## config.mk

```make
export PLATFORM = sky130hd
export DESIGN_NAME = can_regif
export DESIGN_NICKNAME = d
export VERILOG_FILES = /design/src/rtl/can_regif.sv
export SDC_FILE = /design/constraint.sdc
export NUM_CORES = 2
export LEC_CHECK = 0
export BUFFER_PORTS_ARGS = -buffer_cell sky130_fd_sc_hd__buf_2
export CORE_MARGIN = 1.5
export CORE_UTILIZATION = 55
export CTS_CLUSTER_SIZE = 8
export DETAILED_ROUTE_END_ITERATION = 7
export PLACE_DENSITY = 0.8
export SLEW_MARGIN = 20
export SYNTH_ARGS = -nofsm -noshare
export SYNTH_HDL_FRONTEND = slang
export SYNTH_SLANG_ARGS = --single-unit
```

## constraint.sdc

```tcl
create_clock -name clk -period 4.9 [get_ports clk]
set_input_delay 0.245 -clock clk [delete_from_list [all_inputs] [get_ports clk]]
set_output_delay 0.245 -clock clk [all_outputs]
set_load 0.1 [all_outputs]
```

## src/rtl/can_regif.sv

```systemverilog
module can_regif #(
  parameter int NBANK  = 28,
  parameter int ADDR_W = 10
) (
  input  logic              clk,
  input  logic              rst_n,
  input  logic [ADDR_W-1:0] addr,
  input  logic [31:0]       wdata,
  input  logic              wr_en,
  input  logic              rd_en,
  output logic [31:0]       rdata
);

  localparam int NWORD = NBANK * 2;
  localparam int WI_W  = $clog2(NWORD);

  localparam logic [ADDR_W-1:0] A_CTRL = ADDR_W'(12'h000);
  localparam logic [ADDR_W-1:0] A_STAT = ADDR_W'(12'h004);
  localparam logic [ADDR_W-1:0] A_TXS  = ADDR_W'(12'h008);
  localparam logic [ADDR_W-1:0] A_RF0  = ADDR_W'(12'h00C);
  localparam logic [ADDR_W-1:0] A_RF1  = ADDR_W'(12'h010);
  localparam logic [ADDR_W-1:0] A_IEN  = ADDR_W'(12'h014);
  localparam logic [ADDR_W-1:0] A_ERR  = ADDR_W'(12'h018);
  localparam logic [ADDR_W-1:0] A_BTIM = ADDR_W'(12'h01C);
  localparam logic [ADDR_W-1:0] A_FMAS = ADDR_W'(12'h200);
  localparam logic [ADDR_W-1:0] A_FMOD = ADDR_W'(12'h204);
  localparam logic [ADDR_W-1:0] A_FSCL = ADDR_W'(12'h20C);
  localparam logic [ADDR_W-1:0] A_FASN = ADDR_W'(12'h214);
  localparam logic [ADDR_W-1:0] A_FACT = ADDR_W'(12'h21C);
  localparam logic [ADDR_W-1:0] A_BANK = ADDR_W'(12'h240);
  localparam logic [ADDR_W-1:0] A_BEND = ADDR_W'(32'h240 + NWORD * 4);

  localparam logic [31:0] CTRL_RST = 32'h0001_0002;
  localparam logic [31:0] CTRL_MSK = 32'h0001_00FF;
  localparam logic [31:0] STAT_FIX = 32'h0000_0C00;
  localparam logic [31:0] TXS_RST  = 32'h1C00_0000;
  localparam logic [31:0] BT_RST   = 32'h0123_0000;
  localparam logic [31:0] BT_MSK   = 32'hC37F_03FF;
  localparam logic [31:0] FMAS_FIX = 32'h2A1C_0E00;

  logic [31:0]            ctrl_q, ien_q, bt_q, fmod_q, fscl_q, fasn_q;
  logic                   ack_init, ack_sleep, finit;
  logic [NBANK-1:0]       act_q;
  logic [NWORD-1:0][31:0] bank_all;
  logic [ADDR_W-1:0]      boff;
  logic [WI_W-1:0]        widx;
  logic                   bank_hit, hit;
  logic [31:0]            rd_mux;

  assign boff     = addr - A_BANK;
  assign widx     = boff[WI_W+1:2];
  assign bank_hit = (addr >= A_BANK) && (addr < A_BEND) && (addr[1:0] == 2'b00);

  always_ff @(posedge clk or negedge rst_n) begin
    if (!rst_n) begin
      ctrl_q    <= CTRL_RST;
      ack_init  <= 1'b0;
      ack_sleep <= 1'b1;
      ien_q     <= '0;
      bt_q      <= BT_RST;
      finit     <= 1'b1;
      fmod_q    <= '0;
      fscl_q    <= '0;
      fasn_q    <= '0;
      act_q     <= '0;
    end else begin
      ack_init  <= ctrl_q[0];
      ack_sleep <= ctrl_q[1] & ~ctrl_q[0];
      if (wr_en) begin
        if (addr == A_CTRL) ctrl_q <= wdata & CTRL_MSK;
        if (addr == A_IEN)  ien_q  <= wdata;
        if (addr == A_BTIM && ack_init) bt_q <= wdata & BT_MSK;
        if (addr == A_FMAS) finit  <= wdata[0];
        if (addr == A_FMOD && finit) fmod_q <= wdata;
        if (addr == A_FSCL && finit) fscl_q <= wdata;
        if (addr == A_FASN && finit) fasn_q <= wdata;
        if (addr == A_FACT) act_q  <= wdata[NBANK-1:0];
      end
    end
  end

  for (genvar w = 0; w < NWORD; w++) begin : g_word
    logic [31:0] word_q;
    logic        wsel;
    assign wsel = wr_en && bank_hit && (widx == WI_W'(w));
    always_ff @(posedge clk or negedge rst_n) begin
      if (!rst_n) word_q <= '0;
      else if (wsel && (finit || !act_q[w/2])) word_q <= wdata;
    end
    assign bank_all[w] = word_q;

    a_r7_bank_locked: assert property (@(posedge clk) disable iff (!rst_n)
      (wsel && !finit && act_q[w/2]) |=> $stable(word_q));
  end

  always_comb begin
    rd_mux = '0;
    hit    = 1'b1;
    case (addr)
      A_CTRL:              rd_mux = ctrl_q;
      A_STAT:              rd_mux = STAT_FIX | {30'b0, ack_sleep, ack_init};
      A_TXS:               rd_mux = TXS_RST;
      A_RF0, A_RF1, A_ERR: rd_mux = '0;
      A_IEN:               rd_mux = ien_q;
      A_BTIM:              rd_mux = ack_init ? bt_q : '0;
      A_FMAS:              rd_mux = FMAS_FIX | {31'b0, finit};
      A_FMOD:              rd_mux = fmod_q;
      A_FSCL:              rd_mux = fscl_q;
      A_FASN:              rd_mux = fasn_q;
      A_FACT:              rd_mux = 32'(act_q);
      default: begin
        if (bank_hit) rd_mux = bank_all[widx];
        else          hit    = 1'b0;
      end
    endcase
  end

  always_ff @(posedge clk or negedge rst_n) begin
    if (!rst_n)     rdata <= '0;
    else if (rd_en) rdata <= rd_mux;
  end

  a_r2_acks_exclusive: assert property (@(posedge clk) disable iff (!rst_n)
    !(ack_init && ack_sleep));
  a_r2_ack_after_req: assert property (@(posedge clk) disable iff (!rst_n)
    $rose(ack_init) |-> $past(ctrl_q[0]));
  a_r3_bt_hidden: assert property (@(posedge clk) disable iff (!rst_n)
    (rd_en && addr == A_BTIM && !ack_init) |=> (rdata == '0));
  a_r3_bt_locked: assert property (@(posedge clk) disable iff (!rst_n)
    (wr_en && addr == A_BTIM && !ack_init) |=> $stable(bt_q));
  a_r5_cfg_locked: assert property (@(posedge clk) disable iff (!rst_n)
    (wr_en && !finit && (addr == A_FMOD || addr == A_FSCL || addr == A_FASN))
      |=> $stable({fmod_q, fscl_q, fasn_q}));
  a_r6_act_reserved: assert property (@(posedge clk) disable iff (!rst_n)
    (rd_en && addr == A_FACT) |=> ((rdata >> NBANK) == '0));
  a_r8_unmapped_zero: assert property (@(posedge clk) disable iff (!rst_n)
    (rd_en && !hit) |=> (rdata == '0));
  a_r9_rdata_hold: assert property (@(posedge clk) disable iff (!rst_n)
    !rd_en |=> $stable(rdata));

endmodule

```

After elaboration in Yosys (flattened, before gate mapping)
Index checks and enable logic that the tools add are counted.
- input bits: 46
- word-level logic and storage cells: 332
- output and inout port bits: 32
- flip-flop bits (word level): 2013
- muxes and demuxes: 5
- equal/unequal tests: 67
- bitwise gates (word level): 2
- magnitude comparators: 3
- reductions and logical operators: 187
- $add $sub $neg: 1
- operator list (operator ; number):
    32-bit one-hot mux with 11 select lines ; 1
    32-bit binary-select mux with 6-bit select ; 1
    6-bit == test (second input constant) ; 24
    1-bit logical AND ; 119
    6-bit by 5-bit == test with 1-bit output (second input constant) ; 16
    32-bit two-way mux ; 3
    10-bit == test (second input constant) ; 5
    6-bit by 4-bit == test with 1-bit output (second input constant) ; 8
    10-bit by 5-bit == test with 1-bit output (second input constant) ; 4
    1-bit logical NOT ; 28
    1-bit logical OR ; 28
    6-bit by 3-bit == test with 1-bit output (second input constant) ; 4
    10-bit by 4-bit == test with 1-bit output (second input constant) ; 2
    2-bit AND reduction ; 8
    6-bit by 2-bit == test with 1-bit output (second input constant) ; 2
    10-bit by 3-bit == test with 1-bit output (second input constant) ; 1
    10-bit >= comparator (second input constant) ; 1
    10-bit logical NOT ; 1
    10-bit less-than comparator (second input constant) ; 1
    8-bit by 7-bit subtractor with 8-bit output (second input constant) ; 1
    6-bit by 7-bit less-than comparator with 1-bit output (second input constant) ; 1
    6-bit by 1-bit == test with 1-bit output (second input constant) ; 1
    6-bit logical NOT ; 1
    3-bit OR reduction ; 1
    3 further kinds ; 3

Longest topological paths before layout
- depth in word-level cells: 6
- mapped depth: 12
- mapped depth without buffers: 8

Worst setup path before layout
OpenSTA, ideal clock, no wires.
- path type: input to register
- start: in addr[6]
- end: reg fmod_q[10]
- path buffers: 3
- stages on the path: 10
- required time: 4.775 ns
- path slack: 1.653 ns
- arrival time: 3.122 ns
- setup time: 0.125 ns
- path through: inv_1 clkbuf_1 ha_1 buf_2 nor4b_1 nand2_1 nor3_1 nand3_1 clkbuf_1 mux2_2
- longest elaborated chain between the ends: 3
- RTL lines (what ; RTL line ; RTL):
    start: declaration ; 7 ; input logic [ADDR_W-1:0] addr,
    10-bit == test ; 74 ; if (addr == A_FMOD && finit) fmod_q <= wdata;
    1-bit logical AND ; 74 ;
    2-bit AND reduction (no line) ; - ;
    end signal: assignment ; 74 ;
    end: declaration ; 41 ; logic [31:0] ctrl_q, ien_q, bt_q, fmod_q, fscl_q, fasn_q;
No other way between the ends.
A chain may end at the register's enable or synchronous reset.

Final worst setup path
- start: in addr[2]
- end: reg rdata[9]
- longest elaborated chain between the ends: 5
- elaborated cells on any way between the ends: 23
- those cells by class: 1 x add/sub; 2 x order compare; 12 x eq/ne; 4 x mux; 4 x reduce/logical
- RTL lines (what ; RTL line ; RTL):
    8-bit by 7-bit subtractor with 8-bit output, or another cell as far along ; 50 ; assign boff = addr - A_BANK;
    32-bit binary-select mux with 6-bit select / 1-bit logical AND (equally long branches) ; 112, 52 ;
    32-bit two-way mux (not written as such) / 1-bit logical AND (equally long branches) ; 112, 52 ;
    32-bit two-way mux ; 112 ; if (bank_hit) rd_mux = bank_all[widx];
    32-bit one-hot mux with 11 select lines (*) ; 99 ; case (addr)
    end signal: assignment ; 120 ; else if (rd_en) rdata <= rd_mux;
    end: declaration ; 11 ; output logic [31:0] rdata
Mark *: on every way between the ends. The rest lies on a longest branch, timed or not. The select of a mux whose other input is x is not followed.

==> flow_summary.yaml <==
clock_tree:
  clockBufferDepth: 4
  clk-insertion-delay-late_ps: 940
  ctsResizeCount: 0
  cts_sinks: 2013
  root_buffer: "clkbuf_16"
  path_clk_slew_ps: 50
  numCtsBuffers: 301
  post_cts_buffers: 0
  cts_tree: "done"
  htree_levels: 5
drt:
  routedWlPerCell_um: 31.6
  totalWireLength_mm: 261
  drcViolationCount: 0
  antenna_left: 0
  vias_per_cell: 6.80
  num_vias: 56277
  drt_iter0_drc: 6005
  drt_first_pass_iters: 5
critical_path:
  r2r_end: "g_word[27].word_q[20]"
  crit_top_cell: "dlygate4sd3_1"
  criticalPathCategory: "primary input to register"
  start_kind: "primary input"
  rrSetupSlack_ps: 1620
  cp_data_required_time_ps: 5750
  r2r-start: "finit"
  crit_chain: "dlygate4sd3_1, buf_8, buf_12, mux2i_1, a22oi_1, o211ai_1, o21ai_0, nand3_1, a31oi_1, dlygate4sd3_1"
  worstRegToRegCells: 4
  crit_slowest_cell: "o21ai_0"
  critical_path_arrival_ps: 4560
  worst_setup_path_end_kind: "register"
  max_stage_delay_ps: 890
  crit_path_max_fanout: 101
floorplanning:
  rows: 149
  ios: 78
  coreArea_um2: 165000
  fp.dieH_um: 410
  floorplan.initialDensity_pct: 55.2
  dieArea_um2: 168000
  dieWidth_um: 410
synth:
  syn_area_um2: 90900
  synth_nets: 6115
  async_flop_share_pct: 100
  synth.top_cell.area_share_pct: 55.2
  synth_common_cells: "2,005 x dfrtp_1, 1,859 x mux2_2, 410 x clkbuf_1"
  synth.most_common_cell: "dfrtp_1"
  ys_seq_area_share_pct: 55.4
  syn_inst: 6064
  ys.warnings.count: 0
  ys_ff_latch: 2013
  synth.avg_cell_area_um2: 15.0
  yosys.area.top_type: "dfrtp_1"
  synth-edff-count: 0
  synthDistinctLibCells: 69
  synthFlopType: "dfrtp_1"
  ys_top_cells_by_area: "dfrtp_1 55%, mux2_2 23%, mux4_2 8.6%"
timing:
  fmax_mhz: 270
  finalSetupViolations: 0
  hold_viol_final: 7
  fin_crit_sh_pct: 75.5
  slew_headroom_pct: 14.8
  fin_skew_ps: 65.0
  rsz0062_at_grt: "false"
  fin_tns_setup_ps: 0
  period_needed_ps: 3700
  drv_slew: 0
  whs_ps: -10.1
  tightestPinTransition_ps: 1280
global_routing:
  overflow: 0
  grt_max_degree: 165
  antenna_found_initial: 11
  gr-usage-all-layers_pct: 31.5
  grt_pass1_wl_mm: 393
  grt_pass1_vias: 59497
hold_path:
  worstHoldPathType: "primary input to register"
  worstHoldEndpoint: "g_word[39].word_q[3]"
  hold_depth: 2
  worstHoldStart: "wdata[3]"
final_layout:
  n_fill_cell: 11542
  area_growth_pct: 12.3
  final_layout_size_suffix_gt1_share_pct: 47.5
  nNetsFinal: 6093
power_and_ir_drop:
  leakagePower_nw: 49.3
  peakVddDrop_mv: 0.424
  power_density_nw_per_um2: 366
place:
  gp_congestion: 0.965
  dp_hpwl_mm: 152
  port_buffers: 77
run_status:
  violations: "negative hold slack"
  status: "finished, violations left"
flow_run:
  maxCapViolCount: 0
worst max-delay path by stage:
| stage | slack (ps) | start | depth (start not counted) | endpoint |
|---|---|---|---|---|
| floorplan | 1650 | addr[6] | 10 | fmod_q[10] |
| global placement | 1020 | addr[6] | 10 | g_word[13].word_q[22] |
| detailed placement | 960 | addr[6] | 10 | g_word[13].word_q[25] |
| CTS | 1390 | addr[2] | 9 | rdata[9] |
| global route | 1200 | addr[2] | 9 | rdata[9] |
| finish | 1200 | addr[2] | 10 | rdata[9] |
report_power, final:
part / leakage, nW / switching, mW / internal (mW)
sequential: 28.0 / 0.161 / 16.9
combinational: 17.5 / 1.68 / 0.691
clock: 3.87 / 6.90 / 11.1
layout make-up:
cell class	count	area, um2	area share [%]
repair buffers	290	2530	2.47
clock inverters	6	75.1	0.0735
clock buffers	338	7830	7.67
flip-flops and latches	2013	50400	49.3
inverters	22	82.6	0.0808
multi-input cells	3414	38500	37.7
diodes	3	7.51	0.00735
well taps	2189	2740	2.68
flip-flops by register name (all words and copies together), names as in the netlist:
signal,count
finit,1
bt_q,21
g_word.word_q,1792
ack_init,1
fasn_q,32
fscl_q,32
rdata,32
act_q,28
fmod_q,32
ack_sleep,1
ien_q,32
ctrl_q,9
critical path: cells and delay by family:
family                 cells  cell delay (ps)
multiplexers               1              190
AND/OR/NAND/NOR            1              380
buffers and inverters      4             2030
AO/OA/AOI/OAI              4             1500
cells in the final DEF (no fill, tap or decap), drive strengths merged, types with 9 or more instances in the layout:
cell,instances
a31oi,9
a21oi,56
a221oi,82
nor2,98
nand3,22
o22ai,91
nor4,21
o22a,13
mux2i,223
o221ai,13
a22oi,75
o211ai,73
clkbuf,338
nor2b,17
o21ai,99
mux2,1989
mux4,346
nand2b,12
dfrtp,2005
inv,23
buf,282
nor3,17
o2111ai,10
nand2,49
per-layer routing:
layer  global-route usage (%)  wire [um]  vias up
li1                         -          -    22422
met1                     42.9     103000    30337
met2                     47.1     118000     2819
met3                     9.27      27400      693
met4                     13.7      12200        6
met5                    0.172         40        -
per-stage QoR:
| step | utilization [%] | power (mW) | worst slack (ps) | instances | area (um2) |
|---|---|---|---|---|---|
| floorplan | - | 18.6 | 1650 | 6064 | 90900 |
| finish | 62.0 | 37.4 | 1200 | 8275 | 102000 |
| global placement | 57.2 | 19.6 | 1020 | 7920 | 94100 |
| global route | 62.0 | 38.5 | 1200 | 8273 | 102000 |
| detailed placement | 57.2 | 19.7 | 961 | 7920 | 94100 |
| CTS | 62.0 | 37.6 | 1390 | 8272 | 102000 |
cell families (layout without fill, tap and decap cells):
kind of cell	Yosys count	after routing	share of synthesized area (%)
muxes	2558	2558	35.7
buffers and inverters	637	656	2.84
DFF	2013	2013	55.4
and+or+nand+nor	283	283	1.67
AOI/OAI and AO/OA	567	567	4.34
xor gates and xnor gates	1	1	0.00963
other	0	3	0
adders and majority gates	5	5	0.0688
repair_timing:
action,CTS,global route
hold buffers,8,0
hold endpoints to repair,257,0
setup endpoints to repair,0,0
(Power assumes the default switching activity.)
